[src/rtl/cpx_offload_unit.sv]
module cpx_offload_unit #(
  parameter int XLEN      = 32,
  parameter int ID_W      = 3,
  parameter bit ENABLE    = 1'b1,
  parameter int ILL_CAUSE = 2
) (
  input  logic            clk_i,
  input  logic            rst_ni,
  input  logic            flush_i,
  input  logic            op_valid_i,
  output logic            op_ready_o,
  input  logic [31:0]     op_instr_i,
  input  logic [XLEN-1:0] op_rs1_i,
  input  logic [XLEN-1:0] op_rs2_i,
  input  logic [XLEN-1:0] op_rs3_i,
  input  logic [ID_W-1:0] op_id_i,
  output logic            xi_valid_o,
  input  logic            xi_ready_i,
  output logic [31:0]     xi_instr_o,
  output logic [XLEN-1:0] xi_rs1_o,
  output logic [XLEN-1:0] xi_rs2_o,
  output logic [XLEN-1:0] xi_rs3_o,
  output logic [ID_W-1:0] xi_id_o,
  input  logic            xi_accept_i,
  input  logic            xi_writeback_i,
  output logic            xc_valid_o,
  output logic [ID_W-1:0] xc_id_o,
  output logic            xc_kill_o,
  input  logic            xr_valid_i,
  output logic            xr_ready_o,
  input  logic [ID_W-1:0] xr_id_i,
  input  logic [XLEN-1:0] xr_data_i,
  input  logic [4:0]      xr_rd_i,
  input  logic            xr_we_i,
  output logic            wb_valid_o,
  output logic [ID_W-1:0] wb_id_o,
  output logic [XLEN-1:0] wb_data_o,
  output logic [4:0]      wb_rd_o,
  output logic            wb_we_o,
  output logic            wb_exc_valid_o,
  output logic [5:0]      wb_exc_cause_o
);

  typedef enum logic [1:0] {S_IDLE, S_CMT, S_WAIT} st_e;

  st_e            st_q;
  logic [ID_W-1:0] id_q;
  logic            wbf_q, drop_q;

  logic idle, iss_fire, reject, res_fire, res_wb, exc;

  assign idle       = (st_q == S_IDLE);
  assign xi_valid_o = ENABLE && idle && op_valid_i && !flush_i;
  assign op_ready_o = ENABLE ? (idle && xi_ready_i && !flush_i) : 1'b1;
  assign xi_instr_o = op_instr_i;
  assign xi_rs1_o   = op_rs1_i;
  assign xi_rs2_o   = op_rs2_i;
  assign xi_rs3_o   = op_rs3_i;
  assign xi_id_o    = op_id_i;

  assign iss_fire = xi_valid_o && xi_ready_i;
  assign reject   = iss_fire && !xi_accept_i;

  assign xc_valid_o = (st_q == S_CMT);
  assign xc_id_o    = id_q;
  assign xc_kill_o  = xc_valid_o && flush_i;

  assign xr_ready_o = (st_q == S_WAIT);
  assign res_fire   = xr_valid_i && xr_ready_o;
  assign res_wb     = res_fire && !drop_q && !flush_i;

  assign exc = reject || (!ENABLE && op_valid_i && !flush_i);

  assign wb_valid_o     = exc || res_wb;
  assign wb_id_o        = exc ? op_id_i : id_q;
  assign wb_data_o      = exc ? XLEN'(op_instr_i) : xr_data_i;
  assign wb_rd_o        = res_wb ? xr_rd_i : 5'd0;
  assign wb_we_o        = res_wb && xr_we_i && wbf_q;
  assign wb_exc_valid_o = exc;
  assign wb_exc_cause_o = exc ? 6'(ILL_CAUSE) : 6'd0;

  always_ff @(posedge clk_i or negedge rst_ni) begin
    if (!rst_ni) begin
      st_q   <= S_IDLE;
      id_q   <= '0;
      wbf_q  <= 1'b0;
      drop_q <= 1'b0;
    end else begin
      case (st_q)
        S_IDLE: if (iss_fire && xi_accept_i) begin
          st_q   <= S_CMT;
          id_q   <= op_id_i;
          wbf_q  <= xi_writeback_i;
          drop_q <= 1'b0;
        end
        S_CMT: st_q <= flush_i ? S_IDLE : S_WAIT;
        S_WAIT: begin
          if (flush_i) drop_q <= 1'b1;
          if (res_fire) begin
            st_q   <= S_IDLE;
            drop_q <= 1'b0;
          end
        end
        default: st_q <= S_IDLE;
      endcase
    end
  end

  AST_EXC_NO_WRITE: assert property (@(posedge clk_i) disable iff (!rst_ni)
    !(wb_exc_valid_o && wb_we_o));
  AST_REJECT_RAISES: assert property (@(posedge clk_i) disable iff (!rst_ni)
    (xi_valid_o && xi_ready_i && !xi_accept_i) |-> (wb_valid_o && wb_exc_valid_o));
  AST_COMMIT_FOLLOWS: assert property (@(posedge clk_i) disable iff (!rst_ni)
    (xi_valid_o && xi_ready_i && xi_accept_i) |=> (xc_valid_o && xc_id_o == $past(op_id_i)));
  AST_NO_ISSUE_PENDING: assert property (@(posedge clk_i) disable iff (!rst_ni)
    (xc_valid_o || xr_ready_o) |-> (!xi_valid_o && (!op_ready_o || !ENABLE)));
  AST_KILL_IDLES: assert property (@(posedge clk_i) disable iff (!rst_ni)
    (xc_valid_o && xc_kill_o) |=> (!xr_ready_o && !xc_valid_o));
  AST_RESULT_AFTER_CMT: assert property (@(posedge clk_i) disable iff (!rst_ni)
    $rose(xr_ready_o) |-> $past(xc_valid_o && !xc_kill_o));
  AST_RESULT_ID: assert property (@(posedge clk_i) disable iff (!rst_ni)
    (xr_valid_i && xr_ready_o && wb_valid_o) |-> (wb_id_o == xr_id_i));
  AST_FLUSH_BLOCKS: assert property (@(posedge clk_i) disable iff (!rst_ni)
    flush_i |-> !xi_valid_o);

endmodule

[config.mk]
export PLATFORM = sky130hd
export DESIGN_NAME = cpx_offload_unit
export DESIGN_NICKNAME = d
export VERILOG_FILES = /design/src/rtl/cpx_offload_unit.sv
export SDC_FILE = /design/constraint.sdc
export NUM_CORES = 1
export LEC_CHECK = 0
export BUFFER_PORTS_ARGS = -buffer_cell sky130_fd_sc_hd__buf_2
export CAP_MARGIN = 20
export CORE_AREA = 2 2 145 147
export CTS_CLUSTER_SIZE = 12
export DETAILED_ROUTE_END_ITERATION = 10
export DIE_AREA = 0 0 147 149
export PLACE_DENSITY = 0.46
export SLEW_MARGIN = 40
export SYNTH_ARGS = -nofsm -noshare
export SYNTH_HDL_FRONTEND = slang
export SYNTH_SLANG_ARGS = --single-unit
export TNS_END_PERCENT = 1
[constraint.sdc]
create_clock -name clk_i -period 2.3 [get_ports clk_i]
set_input_delay 0 -clock clk_i [delete_from_list [all_inputs] [get_ports clk_i]]
set_output_delay 0 -clock clk_i [all_outputs]
set_load 0.02 [all_outputs]
# Word-level counts from Yosys, hierarchy flattened
# Index checks and enable logic that the tools add are counted.
# word_totals
reg_bits,7
input_bits,180
word_cells,43
# op_classes
n_eq_ne,5
n_mux,12
reduce_logical,22
# ops
operator,count
$mux 32,1
$logic_and 1x1->1,13
$mux 2,4
$pmux 2 s3,1
$mux 5,1
$ne 2x1->1 const B,2
$reduce_and 2->1,2
$logic_not 1->1,3
$mux 1,3
$mux 3,1
$ne 3x2->1 const B,1
$reduce_and 3->1,1
$eq 2x1->1 const B,1
$eq 2x2->1 const B,1
$logic_not 2->1,1
$pmux 1 s2,1
$reduce_bool 2->1,1
$logic_or 1x1->1,1

# Longest topological paths before layout
# logic_depth
depth_word,7
depth_mapped,6
ltp_nobuf,3

# Least setup slack after synthesis
# OpenSTA, ideal clock, no wires.
# synth_timing
path_type,flip-flop to output port
start,register st_q[0]
end,output wb_exc_cause_o[1]
arrival_time_ns,1.668
slack_ns,0.632
stages_incl_launch_ff,7
cell_sequence,dfrtp_1 nor4b_4 nand3b_1 buf_6 buf_8 inv_1 buf_4
# synth_between
elab_chain_cells,6
# synth_rtl
item,line,text
from (decl),46,st_e st_q;
from (signal assigned),96,S_CMT: st_q <= flush_i ? S_IDLE : S_WAIT;
$logic_not 2->1,52,assign idle = (st_q == S_IDLE);
$logic_and 1x1->1 (2 in a row),53,assign xi_valid_o = ENABLE && idle && op_valid_i && !flush_i;
named net xi_valid_o,17,"output logic xi_valid_o,"
$logic_and 1x1->1,61,assign iss_fire = xi_valid_o && xi_ready_i;
$logic_and 1x1->1,62,assign reject = iss_fire && !xi_accept_i;
named net wb_exc_valid_o,40,"output logic wb_exc_valid_o,"
$mux 2,80,assign wb_exc_cause_o = exc ? 6'(ILL_CAUSE) : 6'd0;
to (decl),41,output logic [5:0] wb_exc_cause_o
# The timed path passes the listed nets, and every way through them passes these cells.

# Worst setup path in the final report
# layout_timing
start,register st_q[0]
end,output wb_data_o[6]
# layout_between
elab_chain_cells,6
# layout_rtl
item,line,text
$logic_not 2->1,52,
$logic_and 1x1->1 (2 in a row),53,
$logic_and 1x1->1,61,
$logic_and 1x1->1,62,
$mux 32,76,assign wb_data_o = exc ? XLEN'(op_instr_i) : xr_data_i;
to (decl),37,"output logic [XLEN-1:0] wb_data_o,"
# Every way passes these cells.

==> results.md <==
- PostCTS Resize Cnt: 0
- Clock latency on the worst-skew pair: 0.23 ns
- Synth Instances: 214
- Yosys Warn Count: 0
- Row Count: 53
- Max clock buf depth: 2
- Core ar.: 20,600 sq um
- H-tree Lvls: 1
- Sum Neg Setup Slack: 0 ns
- Layout Utilization: 10.7%
- Setup Skew: 0.00129 ns
- Commonest non-fill, non-tap cells in the layout: buf_2, mux2_4, mux2_2
- CP startpoint kind: flop
- Drt pass-1 iters: 4
- RSZ-0062 raised after global routing: no
- Reg-to-Reg End: xc_id_o[0]$_DFFE_PN0P_
- Worst Hold Path Cells: 0
- Vias in the first global route: 1,287
- Critical-path cell list: nor4b_4, nand3b_1, buf_4, mux2_4, buf_2
- Static leakage: about 1.2 nW
- Hold wc startpoint: op_rs1_i[30]
- Highest clock rate: 0.527 GHz
- Pwr per Cell Area: roughly 410 nW/um^2
- Design area: approximately 2200 sq um
- CTS tree: done
- Synth Cell Area: 2000 sq um
- Reg-to-reg startpoint: st_q[0]$_DFFE_PN0P_
- Initial antenna violation count: 1
- Die Y: about 150 um
- Minimum setup slack among reg-to-reg paths: slightly below 0.7 ns
- # IOs: roughly 370
- Outcome: finished, final reports clean
- Share of layout cells above drive strength 1: 85.2%
- Final Critical Period: ~1.9 ns
- CP Capture Type: primary output
- Number of DRC markers in iteration 0: 30
- Via count: 1,377
- Global Route Usage Sum: 3.88%
- Final RePlAce weighted congestion: 0.719
- Critical path class: reg2out
- Worst vdd ir: between 400 and 500 uV
- DRC viols: 0
- Fin cells: 525
- Seq cells post-synth: 7
- Die ar.: 21,900 sq um
- Worst Hold Class: in2out
- Cell variety after synth: 23
- Final WL: 4810 um
- Final setup fails: 0
- DR vias/cell: 2.62
- WP data required: approximately 2.3 ns
- # port buffers: around 170
- Bufs and invs on worst path: 2
- Post-CTS setup buffers: 0
- Initial Utilization: ~10%
- WHS Endpoint: xi_rs1_o[30]
- Clk sink count: 7
- Critical path arrival: 1.90 ns
- CTS clock-pin slew for the worst setup and hold paths: 0.04 ns
- Clock root buffer: clkbuf_16
- Syn avg cell area: 9.33 sq um
- Max-slew violations: 0
- Ranking of synthesized cells by area: buf_4, mux2_4, dfrtp_1
- Num CTS Buffers: 3
- Hold-fix buffers, CTS: 1
- Largest net degree at the start of global routing: 21
- Detailed Place HPWL: 4310 um
- Slowest CP cell: dfrtp_1
- Synth-to-Final Area Change: 10.0%
- Layout Nets: approximately 430
- Hold slack: about 0.0000078 ns
- Yosys top cell area share: 51.5%
- Drt wl/cell: 9.16 um
- Area after DPL: approximately 2100 sq um
- Post-synthesis sequential area ratio: between 8 and 9%
- Overflow after GRT: 0
- MaxCap Viol Count: 0
- Commonest non-fill, non-tap cell in the layout: buf_2
- Largest delay contributor family on the critical path: simple AND/OR/NAND/NOR gates
- Final period util: 82.5%
- Placed insts: between 500 and 600
- Critical path fanouts, max: 20
- Global-route wire length before repair: 6780 um
- Crit path largest cell delay: approximately 0.44 ns
- Post-synth top area cell: buf_4
- Hold Vio Cnt, Final: 0
- Die Width: approximately 150 um
- Reg2Reg Depth: 3
- # diodes: 0
- Post-DRT Antenna Nets: 0
## where the power goes
group	total, mW	internal [mW]	switching [mW]
Sequential	0.164	0.148	0.0169
Clock	0.296	0.228	0.0678
Combinational	0.434	0.196	0.237
Total	0.894	0.572	0.322
## area by class of cell
class                      instances  area (sq um)
timing repair buffer             170           861
tap                              275           344
clock inverter                     1          5.00
multi-input combinational         65           722
clock buffer                       3          75.1
fill                            2408         18400
inverter                           4          15.0
sequential                         7           175
## sequential cells by signal (all words and copies together), names as in the netlist
name     flops
drop_q       1
xc_id_o      3
st_q         2
wbf_q        1
## layer usage
| metal | vias up | GRT usage (%) | wire (um) |
|---|---|---|---|
| met5 | - | 0 | 13 |
| met4 | 2 | 1.01 | 44 |
| met3 | 11 | 2.78 | 799 |
| met2 | 160 | 5.68 | 2050 |
| met1 | 586 | 4.53 | 1900 |
| li1 | 618 | - | - |
## stage by stage
stage,total power [mW],setup WS [ns]
floorplan,0.716,0.632
global placement,0.603,0.618
detailed placement,0.602,0.608
CTS,0.902,0.362
global route,0.946,0.288
finish,0.894,0.402
## cells in the mapped netlist (all sizes together)
| master | instances |
|---|---|
| o311ai | 1 |
| nor4b | 2 |
| o21ai | 1 |
| mux2 | 39 |
| inv | 4 |
| nand2b | 1 |
| nand2 | 1 |
| nor2b | 2 |
| buf | 142 |
| conb | 1 |
| and3 | 2 |
| and2 | 6 |
| and2b | 2 |
| and4 | 1 |
| nand3b | 1 |
| dfrtp | 7 |
| a22o | 1 |
## how the worst max path moves through the flow
stage	from	end	slack [ns]	depth (start not counted)
floorplan	st_q[0]$_DFFE_PN0P_	wb_exc_cause_o[1]	0.63	6
global placement	st_q[0]$_DFFE_PN0P_	wb_data_o[28]	0.62	5
detailed placement	st_q[0]$_DFFE_PN0P_	wb_data_o[18]	0.61	5
CTS	st_q[0]$_DFFE_PN0P_	wb_data_o[28]	0.36	5
global route	st_q[0]$_DFFE_PN0P_	wb_data_o[18]	0.29	5
finish	st_q[0]$_DFFE_PN0P_	wb_data_o[6]	0.40	5
## cells by family after synthesis
family                 share of synthesized area [%]
AOI/OAI and AO/OA                               1.13
buffers and inverters                           55.8
DFF                                             8.77
muxes                                           27.3
other                                          0.188
and+or+nand+nor                                 6.83
Note: power is estimated with default switching activity, not from simulation.
